$ cat src/rtl/ctl_setclr_pkg.sv
package ctl_setclr_pkg;
    localparam int WORD_W = 16;
    localparam int VAL_W  = WORD_W - 1;
    localparam int SRC_W  = 14;
    localparam int ADDR_W = 12;
    localparam int MASTER_BIT = SRC_W;

    typedef logic [ADDR_W-2:0] word_addr_t;

    localparam word_addr_t OFS_DMA_RD = word_addr_t'(12'h002 >> 1);
    localparam word_addr_t OFS_DMA_WR = word_addr_t'(12'h096 >> 1);
    localparam word_addr_t OFS_EN_WR  = word_addr_t'(12'h09a >> 1);
    localparam word_addr_t OFS_REQ_WR = word_addr_t'(12'h09c >> 1);

    typedef struct packed {
        logic dma_rd;
        logic dma_wr;
        logic en_wr;
        logic req_wr;
    } sel_t;

    function automatic logic [VAL_W-1:0] apply_setclr(
        input logic [VAL_W-1:0]  cur,
        input logic [WORD_W-1:0] data
    );
        if (data[WORD_W-1])
            return cur | data[VAL_W-1:0];
        else
            return cur & ~data[VAL_W-1:0];
    endfunction
endpackage

$ cat src/rtl/ctl_decode.sv
module ctl_decode
    import ctl_setclr_pkg::*;
(
    input  logic [ADDR_W-1:0] addr,
    input  logic              wr_en,
    input  logic              rd_en,
    output sel_t              sel
);
    word_addr_t waddr;
    logic       unused_addr_lsb;

    assign waddr           = addr[ADDR_W-1:1];
    assign unused_addr_lsb = addr[0];

    always_comb begin
        sel        = '0;
        sel.dma_rd = rd_en && (waddr == OFS_DMA_RD);
        sel.dma_wr = wr_en && (waddr == OFS_DMA_WR);
        sel.en_wr  = wr_en && (waddr == OFS_EN_WR);
        sel.req_wr = wr_en && (waddr == OFS_REQ_WR);
    end

    always_comb begin
        assert_one_target_R10: assert ($onehot0({sel.dma_wr, sel.en_wr, sel.req_wr}));
    end
endmodule

$ cat src/rtl/ctl_setclr_reg.sv
module ctl_setclr_reg
    import ctl_setclr_pkg::*;
#(
    parameter int WIDTH = VAL_W
) (
    input  logic              clk,
    input  logic              rst,
    input  logic              wr_en,
    input  logic [WORD_W-1:0] wr_data,
    input  logic [WIDTH-1:0]  hw_set,
    output logic [WIDTH-1:0]  q
);
    logic [WIDTH-1:0] upd;

    always_comb begin
        upd = wr_en ? apply_setclr(q, wr_data) : q;
    end

    for (genvar i = 0; i < WIDTH; i++) begin : g_bit
        always_ff @(posedge clk) begin
            if (rst) q[i] <= 1'b0;
            else     q[i] <= upd[i] | hw_set[i];
        end
    end

    assert_set_R1: assert property (@(posedge clk) disable iff (rst)
        (wr_en && wr_data[WORD_W-1]) |=>
            ((q & $past(wr_data[WIDTH-1:0])) == $past(wr_data[WIDTH-1:0])));

    assert_clear_R2: assert property (@(posedge clk) disable iff (rst)
        (wr_en && !wr_data[WORD_W-1]) |=>
            ((q & $past(wr_data[WIDTH-1:0]) & ~$past(hw_set)) == '0));

    assert_keep_R1: assert property (@(posedge clk) disable iff (rst)
        wr_en |=>
            (((q ^ $past(q)) & ~$past(wr_data[WIDTH-1:0]) & ~$past(hw_set)) == '0));

    assert_hold_R9: assert property (@(posedge clk) disable iff (rst)
        (!wr_en && hw_set == '0) |=> $stable(q));

    assert_pulse_R7: assert property (@(posedge clk) disable iff (rst)
        (hw_set != '0) |=> ((q & $past(hw_set)) == $past(hw_set)));
endmodule

$ cat src/rtl/ctl_irq.sv
module ctl_irq
    import ctl_setclr_pkg::*;
(
    input  logic [VAL_W-1:0] enable,
    input  logic [VAL_W-1:0] request,
    output logic             irq
);
    logic unused_req_top;

    assign unused_req_top = request[MASTER_BIT];

    always_comb begin
        irq = enable[MASTER_BIT] && ((enable[SRC_W-1:0] & request[SRC_W-1:0]) != '0);
    end
endmodule

$ cat src/rtl/ctl_setclr_regs.sv
module ctl_setclr_regs
    import ctl_setclr_pkg::*;
(
    input  logic              clk,
    input  logic              rst,
    input  logic [ADDR_W-1:0] addr,
    input  logic              wr_en,
    input  logic              rd_en,
    input  logic [WORD_W-1:0] wr_data,
    output logic [WORD_W-1:0] rd_data,
    input  logic [WORD_W-1:0] blit_status,
    input  logic [SRC_W-1:0]  hw_req,
    output logic              irq
);
    sel_t             sel;
    logic [VAL_W-1:0] dma_q;
    logic [VAL_W-1:0] en_q;
    logic [VAL_W-1:0] req_q;
    logic [VAL_W-1:0] req_hw;

    assign req_hw = {{(VAL_W-SRC_W){1'b0}}, hw_req};

    ctl_decode u_decode (
        .addr  (addr),
        .wr_en (wr_en),
        .rd_en (rd_en),
        .sel   (sel)
    );

    ctl_setclr_reg #(.WIDTH(VAL_W)) u_dma (
        .clk     (clk),
        .rst     (rst),
        .wr_en   (sel.dma_wr),
        .wr_data (wr_data),
        .hw_set  ('0),
        .q       (dma_q)
    );

    ctl_setclr_reg #(.WIDTH(VAL_W)) u_en (
        .clk     (clk),
        .rst     (rst),
        .wr_en   (sel.en_wr),
        .wr_data (wr_data),
        .hw_set  ('0),
        .q       (en_q)
    );

    ctl_setclr_reg #(.WIDTH(VAL_W)) u_req (
        .clk     (clk),
        .rst     (rst),
        .wr_en   (sel.req_wr),
        .wr_data (wr_data),
        .hw_set  (req_hw),
        .q       (req_q)
    );

    ctl_irq u_irq (
        .enable  (en_q),
        .request (req_q),
        .irq     (irq)
    );

    always_comb begin
        rd_data = '0;
        if (sel.dma_rd)
            rd_data = {1'b0, dma_q} | blit_status;
    end

    assert_rd_idle_R9: assert property (@(posedge clk) disable iff (rst)
        !rd_en |-> (rd_data == '0));

    assert_irq_master_R6: assert property (@(posedge clk) disable iff (rst)
        irq |-> en_q[MASTER_BIT]);

    assert_status_merge_R3: assert property (@(posedge clk) disable iff (rst)
        sel.dma_rd |-> ((rd_data & blit_status) == blit_status));
endmodule

$ cat config.mk
export PLATFORM = sky130hd
export DESIGN_NAME = ctl_setclr_regs
export DESIGN_NICKNAME = d
export VERILOG_FILES = /design/src/rtl/ctl_setclr_pkg.sv /design/src/rtl/ctl_decode.sv /design/src/rtl/ctl_setclr_reg.sv /design/src/rtl/ctl_irq.sv /design/src/rtl/ctl_setclr_regs.sv
export SDC_FILE = /design/constraint.sdc
export NUM_CORES = 1
export LEC_CHECK = 0
export BUFFER_PORTS_ARGS = -buffer_cell sky130_fd_sc_hd__buf_2
export CAP_MARGIN = 20
export CELL_PAD_IN_SITES_DETAIL_PLACEMENT = 0
export CELL_PAD_IN_SITES_GLOBAL_PLACEMENT = 1
export CORE_AREA = 2 2 78 80
export CTS_CLUSTER_SIZE = 30
export DETAILED_ROUTE_END_ITERATION = 10
export DIE_AREA = 0 0 80 82
export PLACE_DENSITY_LB_ADDON = 0.08
export SLEW_MARGIN = 25
export SYNTH_ARGS = -nofsm -noshare
export SYNTH_HDL_FRONTEND = slang
export SYNTH_HIERARCHICAL = 1
export SYNTH_SLANG_ARGS = --single-unit
$ cat constraint.sdc
create_clock -name clk -period 4.2 [get_ports clk]
set_input_delay 0 -clock clk [delete_from_list [all_inputs] [get_ports clk]]
set_output_delay 0 -clock clk [all_outputs]
set_load 0.05 [all_outputs]
-- Word level (Yosys, flattened, before mapping)
Index checks and enable logic that the tools add are counted.
- bits of input ports: 62
- output and inout port bits: 17
- flip-flop bits (word level): 45
- word-level logic and storage cells: 83
- reduce and logical (&&, ||, !) cells: 6
- equal/unequal tests: 4
- bitwise operators: 23
- multiplexer cells: 5
- operators by type and width (kind ; number):
    $and 15x15->15 ; 3
    $mux 15 ; 3
    $or 15x15->15 ; 3
    $eq 11x7->1 const B ; 3
    $mux 16 ; 1
    $or 15x16->16 ; 1
    $not 15->15 ; 1
    $and 14x14->14 ; 1
    $mux 14 ; 1
    $or 1x1->1 ; 14
    $reduce_bool 14->1 ; 1
    $eq 11x1->1 const B ; 1
    $logic_and 1x1->1 ; 5

-- Depth between registers and ports, before layout
Gate-level depths: netlist (run 1).
- depth after elaboration: 5
- gate-level depth with buffers: 5
- gate-level depth less buffers: 4

-- Hierarchy
The synthesis (run 1) kept the hierarchy.
- modules (own cells, without submodules) (module ; area an instance (um^2) ; times used ; cells each ; seq. area each (um^2)):
    ctl_setclr_reg ; 631.9 ; 3 ; 65 ; 300.3
    ctl_setclr_regs ; 135.1 ; 1 ; 18 ; 0.0
    ctl_decode ; 87.6 ; 1 ; 11 ; 0.0
    ctl_irq ; 73.8 ; 1 ; 11 ; 0.0

-- Least setup slack after synthesis (run 1)
Ideal clock, no wire load.
- path type: input port to output port
- from: input addr[6]
- to: output rd_data[10]
- data required time: 4.200 ns
- path buffers: 1
- slack: 2.324 ns
- cell stages on the path: 4
- data arrival time: 1.876 ns
- path through: or4_4 > nor4_1 > buf_6 > o21a_1
- RTL lines (what ; line ; source):
    from (decl) ; ctl_setclr_regs.sv:6 ; input logic [ADDR_W-1:0] addr,
    to (decl) ; ctl_setclr_regs.sv:10 ; output logic [WORD_W-1:0] rd_data,

==> results of run 1 <==
## flip-flops by register name, summed over array words and instances, names as in the netlist
register  flops
u_dma/q      15
u_en/q       15
u_req/q      14
## where the power goes
group          internal, mW  leakage (nW)  total [mW]  switching, mW
logic                0.0622         0.872       0.134         0.0721
registers             0.447         0.369       0.464         0.0168
clock network         0.134        0.0445       0.278          0.144
total                 0.643          1.29       0.876          0.233
## area by class of cell
class / count / area (µm²) / area share
clock inverters: 1 / 7.51 / 0.00248
clock buffers: 7 / 86.3 / 0.0285
flip-flops and latches: 44 / 881 / 0.291
repair buffers: 94 / 546 / 0.180
multi-input cells: 230 / 1410 / 0.467
well taps: 75 / 93.8 / 0.0310
## per-layer routing
layer / share of wire / global-route usage / vias to the layer above
met4: 0.0081 / 0.0407 / 0
met3: 0.044 / 0.0440 / 4
met1: 0.44 / 0.229 / 1054
li1: - / - / 1189
met5: 0 / 0 / -
met2: 0.51 / 0.350 / 60
## path summary, 6_finish.rpt
kind / start / endpoint / slack, ps / cells past startpoint
hold reg to reg: u_req/q[5]$_SDFF_PP0_ / u_req/q[5]$_SDFF_PP0_ / 600 / 2
setup / recovery: addr[6] / rd_data[7] / 2280 / 6
setup reg to reg: u_req/q[11]$_SDFF_PP0_ / u_req/q[11]$_SDFF_PP0_ / 3410 / 2
hold / removal: wr_data[12] / u_en/q[12]$_SDFF_PP0_ / 8 / 2
## metrics by stage
step / cells / worst slack, ps / instance area [µm²] / util / power [mW]
CTS: 451 / 2290 / 3030 / 0.527 / 0.885
floorplan: 290 / 2320 / 2370 / - / 0.538
global placement: 430 / 2300 / 2800 / 0.488 / 0.596
global route: 451 / 2180 / 3030 / 0.527 / 0.928
finish: 451 / 2280 / 3030 / 0.527 / 0.876
detailed placement: 430 / 2300 / 2800 / 0.488 / 0.600
## placed cells by master, fill, tap and decap left out, types with 2 or more instances in the layout
master                           n
sky130_fd_sc_hd__a211oi_1       44
sky130_fd_sc_hd__a22oi_1         7
sky130_fd_sc_hd__a311oi_1       44
sky130_fd_sc_hd__buf_2          77
sky130_fd_sc_hd__buf_4           4
sky130_fd_sc_hd__clkbuf_8        6
sky130_fd_sc_hd__conb_1         60
sky130_fd_sc_hd__dfxtp_1        44
sky130_fd_sc_hd__dlygate4sd3_1  13
sky130_fd_sc_hd__nand2_1         2
sky130_fd_sc_hd__nand3_1         2
sky130_fd_sc_hd__nor2_1         44
sky130_fd_sc_hd__nor4_2          2
sky130_fd_sc_hd__o21a_1         15
==> implementation parameters, run 1 <==
Parameter                              Value

Worst setup path
  Worst path required time ... 4200 ps
  Biggest fanout along the worst timing path ... 11
  Worst setup path category ... in2out
  Critical Path Start Type ... input pin
  Critical Path Slowest Stage Cell ... sky130_fd_sc_hd__or4_4
  Delay of the slowest cell on the worst path ... 570 ps
  Cell breakdown of the critical path ... buf_2 > or4_4 > nor4_2 > buf_4 > o21a_1 > buf_2
  Data arrival at the endpoint of the critical path ... 1920 ps
  Critical Path Sink Type ... output pin
  Count of buffer and inverter cells on the critical path ... 3
  Cell family with most CP delay ... simple AND/OR/NAND/NOR gates
  Most used cell, CP ... sky130_fd_sc_hd__buf_2

Layout
  Layout fillers ... 575
  Area delta synth->final ... 40.7%
  Share of final-layout standard cells stronger than drive strength 1 ... 0.255
  Diode insertion count for antenna repair ... 0
  Total number of nets in the final design ... 437

Global routing
  Largest net degree at the start of global routing ... 45
  Antenna violations before repair ... 0
  GRT Util Overall ... 0.191
  Global route total overflow ... 0
  Number of global-route vias before repair ... 2068
  First-pass GRT wire length ... 9800 µm

Floorplan
  Width of the die ... 80 µm
  Initial core utilization ... 0.375
  Die span in y ... 82 µm
  Num ports ... 79
  Placeable core region ... 5750 µm²
  Standard-cell rows ... 28
  Die outline area ... 6560 µm²

Run status
  Outcome ... complete, no violations

Placement
  HPWL Detailed ... 4090 µm
  Port Buffers ... 77
  Final estimated routing congestion in global placement ... 0.718

Logic synthesis
  Mapped Cells ... 231
  Mean cell area of the mapped netlist ... 9.32 µm²
  Cell area after technology mapping ... 2150 µm²
  Number of warnings printed during yosys synthesis ... 6

Detailed routing
  Antenna viol nets, final ... 0
  Via total after detailed routing ... 2307
  Ratio of routed vias to standard cells ... 5.12
  Router iterations before antenna repair ... 4
  Detailed-route wire length ... 5950 µm
  First DRT Iteration DRCs ... 83
  DRC Markers ... 0
  Avg WL per Cell ... 13.2 µm

Clock tree
  Post-CTS setup repair buffer count ... 0
  Root Buffer Master ... sky130_fd_sc_hd__clkbuf_8
  TritonCTS clock tree ... done
  Clock-pin slew on the worst setup and hold paths ... 80 ps
  Latest clock arrival within the worst-skew pair ... 300 ps
  Gates resized, CTS repair ... 0
  Maximum clock insertion buffer count ... 2
  Number of buffers created by CTS ... 5
  Number of hold buffers added after cts ... 13
  Htree depth ... 2
  Number of sinks on the clock net ... 44

Power
  Power density cells ... 289 nW/µm²
  Worst VDD drop ... 0.000158 V
  Leakage ... 1.29 nW

STA
  Slew of the pin with the lowest slew margin ... 862 ps
  Max-slew headroom at the worst pin ... 0.425
  Number of hold-slack violations in the final timing report ... 0
  Final critical-path required period ... 1920 ps
  Final sum of negative setup slack ... 0 ps
  Final clock period utilization by the worst path ... 0.458
  Hold WS ... 8.15 ps
  Final max-slew violation count ... 0
  Maximum clock rate ... 520 MHz
  Setup repair after global routing missed its margin ... no
  Count of endpoints failing setup in the final report ... 0
  Final Skew ... 0 ps

Flow run
  Number of maximum-capacitance violations ... 0

Hold path
  Worst Hold Class ... in2reg
No activity file was read; power rests on OpenSTA's default activity.
==> run 2: changes to the inputs <==
--- a/config.mk
+++ b/config.mk
@@ -9,10 +9,10 @@
 export CAP_MARGIN = 20
 export CELL_PAD_IN_SITES_DETAIL_PLACEMENT = 0
 export CELL_PAD_IN_SITES_GLOBAL_PLACEMENT = 1
-export CORE_AREA = 2 2 78 80
+export CORE_AREA = 2 2 85 87
 export CTS_CLUSTER_SIZE = 30
 export DETAILED_ROUTE_END_ITERATION = 10
-export DIE_AREA = 0 0 80 82
+export DIE_AREA = 0 0 87 89
 export PLACE_DENSITY_LB_ADDON = 0.08
 export SLEW_MARGIN = 25
 export SYNTH_ARGS = -nofsm -noshare
==> constraint.sdc (replaced) <==
create_clock -name clk -period 1.7 [get_ports clk]
set_input_delay 0 -clock clk [delete_from_list [all_inputs] [get_ports clk]]
set_output_delay 0 -clock clk [all_outputs]
set_load 0.05 [all_outputs]
==> run 2 against run 1 <==
Combinational power rose to 2.5 times the previous value. Non-clock buffer count rose by 1. Count of clock-buffer cells in the layout fell by 1. Sequential share of layout area fell by 0.69 points. Sequential power rose by 150%. Worst hold slack got worse by 2.0 ps. Die area rose by 18%. Critical endpoint is now rd_data[15].
==> implementation parameters, run 2 (synthesized netlist as in run 1, its figures left out) <==
Parameter                              Value

Power
  Switching Power ... 0.559 mW
  Leakage ... 1.31 nW
  Fraction of power consumed by the clock network ... 0.294
  Fraction of power spent switching nets ... 0.266
  Comb power frac ... 0.160
  Power density cells ... 676 nW/µm²
  Worst VDD drop ... 0.000313 V
  Flop pwr share ... 0.547
  Int Pwr ... 1.54 mW

STA
  Final critical-path required period ... 1660 ps
  Final Skew ... 0 ps
  Number of hold-slack violations in the final timing report ... 0
  Final max-slew violation count ... 0
  Final clock period utilization by the worst path ... 0.974
  Hold WS ... 6.18 ps
  Worst setup margin ... 43.8 ps
  Maximum clock rate ... 604 MHz
  Count of endpoints failing setup in the final report ... 0

Global routing
  Antenna violations before repair ... 0
  Global route total overflow ... 0
  First-pass GRT wire length ... 10000 µm
  Number of global-route vias before repair ... 2094
  GRT Util Overall ... 0.165
  Largest net degree at the start of global routing ... 45

Detailed routing
  First DRT Iteration DRCs ... 109
  DRC Markers ... 0
  Ratio of routed vias to standard cells ... 4.96
  Router iterations before antenna repair ... 4
  Via total after detailed routing ... 2262
  Antenna viol nets, final ... 0
  Avg WL per Cell ... 13.8 µm
  Detailed-route wire length ... 6270 µm

Floorplan
  Die span in y ... 89 µm
  Die outline area ... 7740 µm²
  Standard-cell rows ... 30
  Width of the die ... 87 µm
  Num ports ... 79
  Initial core utilization ... 0.320
  Placeable core region ... 6720 µm²

Layout
  Largest registers in the final layout ... u_dma/q: 15 flops, u_en/q: 15 flops, u_req/q: 14 flops
  Diode insertion count for antenna repair ... 0
  Total number of nets in the final design ... 438
  Layout fillers ... 697
  Most frequent cells in the layout ... sky130_fd_sc_hd__buf_2, sky130_fd_sc_hd__conb_1
  Share of final-layout standard cells stronger than drive strength 1 ... 0.269
  Area of the multi-input gates ... 1430 µm²
  Most frequent standard cell in the layout excluding fill and tap cells ... sky130_fd_sc_hd__buf_2
  Area delta synth->final ... 44.1%
  Area taken by flip-flops and latches ... 881 µm²

Hold path
  Worst Hold Class ... in2reg

Worst setup path
  Data arrival at the endpoint of the critical path ... 1660 ps
  Most used cell, CP ... sky130_fd_sc_hd__buf_4
  Cell breakdown of the critical path ... buf_2 > or4b_4 > nor4_4 > buf_4 > buf_4 > and2_2 > buf_4
  Critical Path Slowest Stage Cell ... sky130_fd_sc_hd__or4b_4
  Delay of the slowest cell on the worst path ... 540 ps
  Worst path required time ... 1700 ps
  Worst setup path category ... in2out
  Critical Path Sink Type ... output pin
  Biggest fanout along the worst timing path ... 7
  Critical Path Start Type ... input pin

Placement
  HPWL Detailed ... 4290 µm
  Setup Slack @ Placement ... -41.8 ps
  Port Buffers ... 77
  Final estimated routing congestion in global placement ... 0.714

Clock tree
  Latest clock arrival within the worst-skew pair ... 290 ps
  Maximum clock insertion buffer count ... 2
  Clock-pin slew on the worst setup and hold paths ... 80 ps
  Number of buffers created by CTS ... 5
  Root Buffer Master ... sky130_fd_sc_hd__clkbuf_8
  TritonCTS clock tree ... done
  Number of sinks on the clock net ... 44
  Htree depth ... 2

Run status
  Outcome ... complete, no violations

Flow run
  Number of maximum-capacitance violations ... 0
[run 2: cell count changes in the layout (fill, tap and decap cells not counted), sizes merged]
cell	previous run	this run
buf	81	85
clkinv	0	1
clkinvlp	1	0
dlygate4sd3	13	9
[run 2: final cells by class]
| type | count | share of cell area |
|---|---|---|
| sequential | 44 | 0.284 |
| timing repair buffer | 95 | 0.199 |
| clock buffer | 6 | 0.0234 |
| tap | 80 | 0.0323 |
| clock inverter | 1 | 0.00161 |
| multi-input combinational | 230 | 0.460 |
[run 2: repair_timing]
item,4_1_cts,5_1_grt
gates cloned,0,1
setup endpoints to repair,1,13
setup buffers,0,1
pin swaps,0,1
gates resized for setup,1,20
hold endpoints to repair,20,0
hold buffers,9,0
[run 2: layer usage]
| metal | up-vias | global-route usage | routed length (µm) | share of wire |
|---|---|---|---|---|
| li1 | 1180 | - | - | - |
| met1 | 1037 | 0.194 | 2820 | 0.45 |
| met2 | 43 | 0.306 | 3200 | 0.51 |
| met3 | 2 | 0.0360 | 232 | 0.037 |
| met4 | 0 | 0.0384 | 15 | 0.0024 |
| met5 | - | 0 | 0 | 0 |
[run 2: stage by stage]
step	TNS, ps	area, µm²	power [mW]	util	instances
floorplan	0	2380	1.33	-	290
global placement	-6.38	2880	1.48	0.429	438
detailed placement	-306	2880	1.49	0.429	438
CTS	0	3050	2.13	0.454	454
global route	-16.5	3100	2.23	0.462	456
finish	0	3100	2.10	0.462	456
[run 2: worst paths after layout]
check | from | endpoint | slack [ps] | cells after the start
hold reg to reg | u_en/q[9]$_SDFF_PP0_ | u_en/q[9]$_SDFF_PP0_ | 590 | 2
setup reg to reg | u_en/q[14]$_SDFF_PP0_ | u_en/q[14]$_SDFF_PP0_ | 950 | 2
setup / recovery | addr[2] | rd_data[15] | 40 | 7
hold / removal | wr_data[4] | u_en/q[4]$_SDFF_PP0_ | 6 | 2
[run 2: power groups by stage]
stage	logic [mW]	clock network (mW)	registers, mW
finish	0.335	0.616	1.15
global route	0.381	0.694	1.16
CTS	0.334	0.644	1.15
detailed placement	0.318	0	1.17
global placement	0.311	0	1.17
floorplan	0.171	0	1.16
[run 2: worst max-delay path, delay by kind of cell]
| kind | cells | cell delay, ps |
|---|---|---|
| buffers and inverters | 4 | 630 |
| and+or+nand+nor | 3 | 1010 |
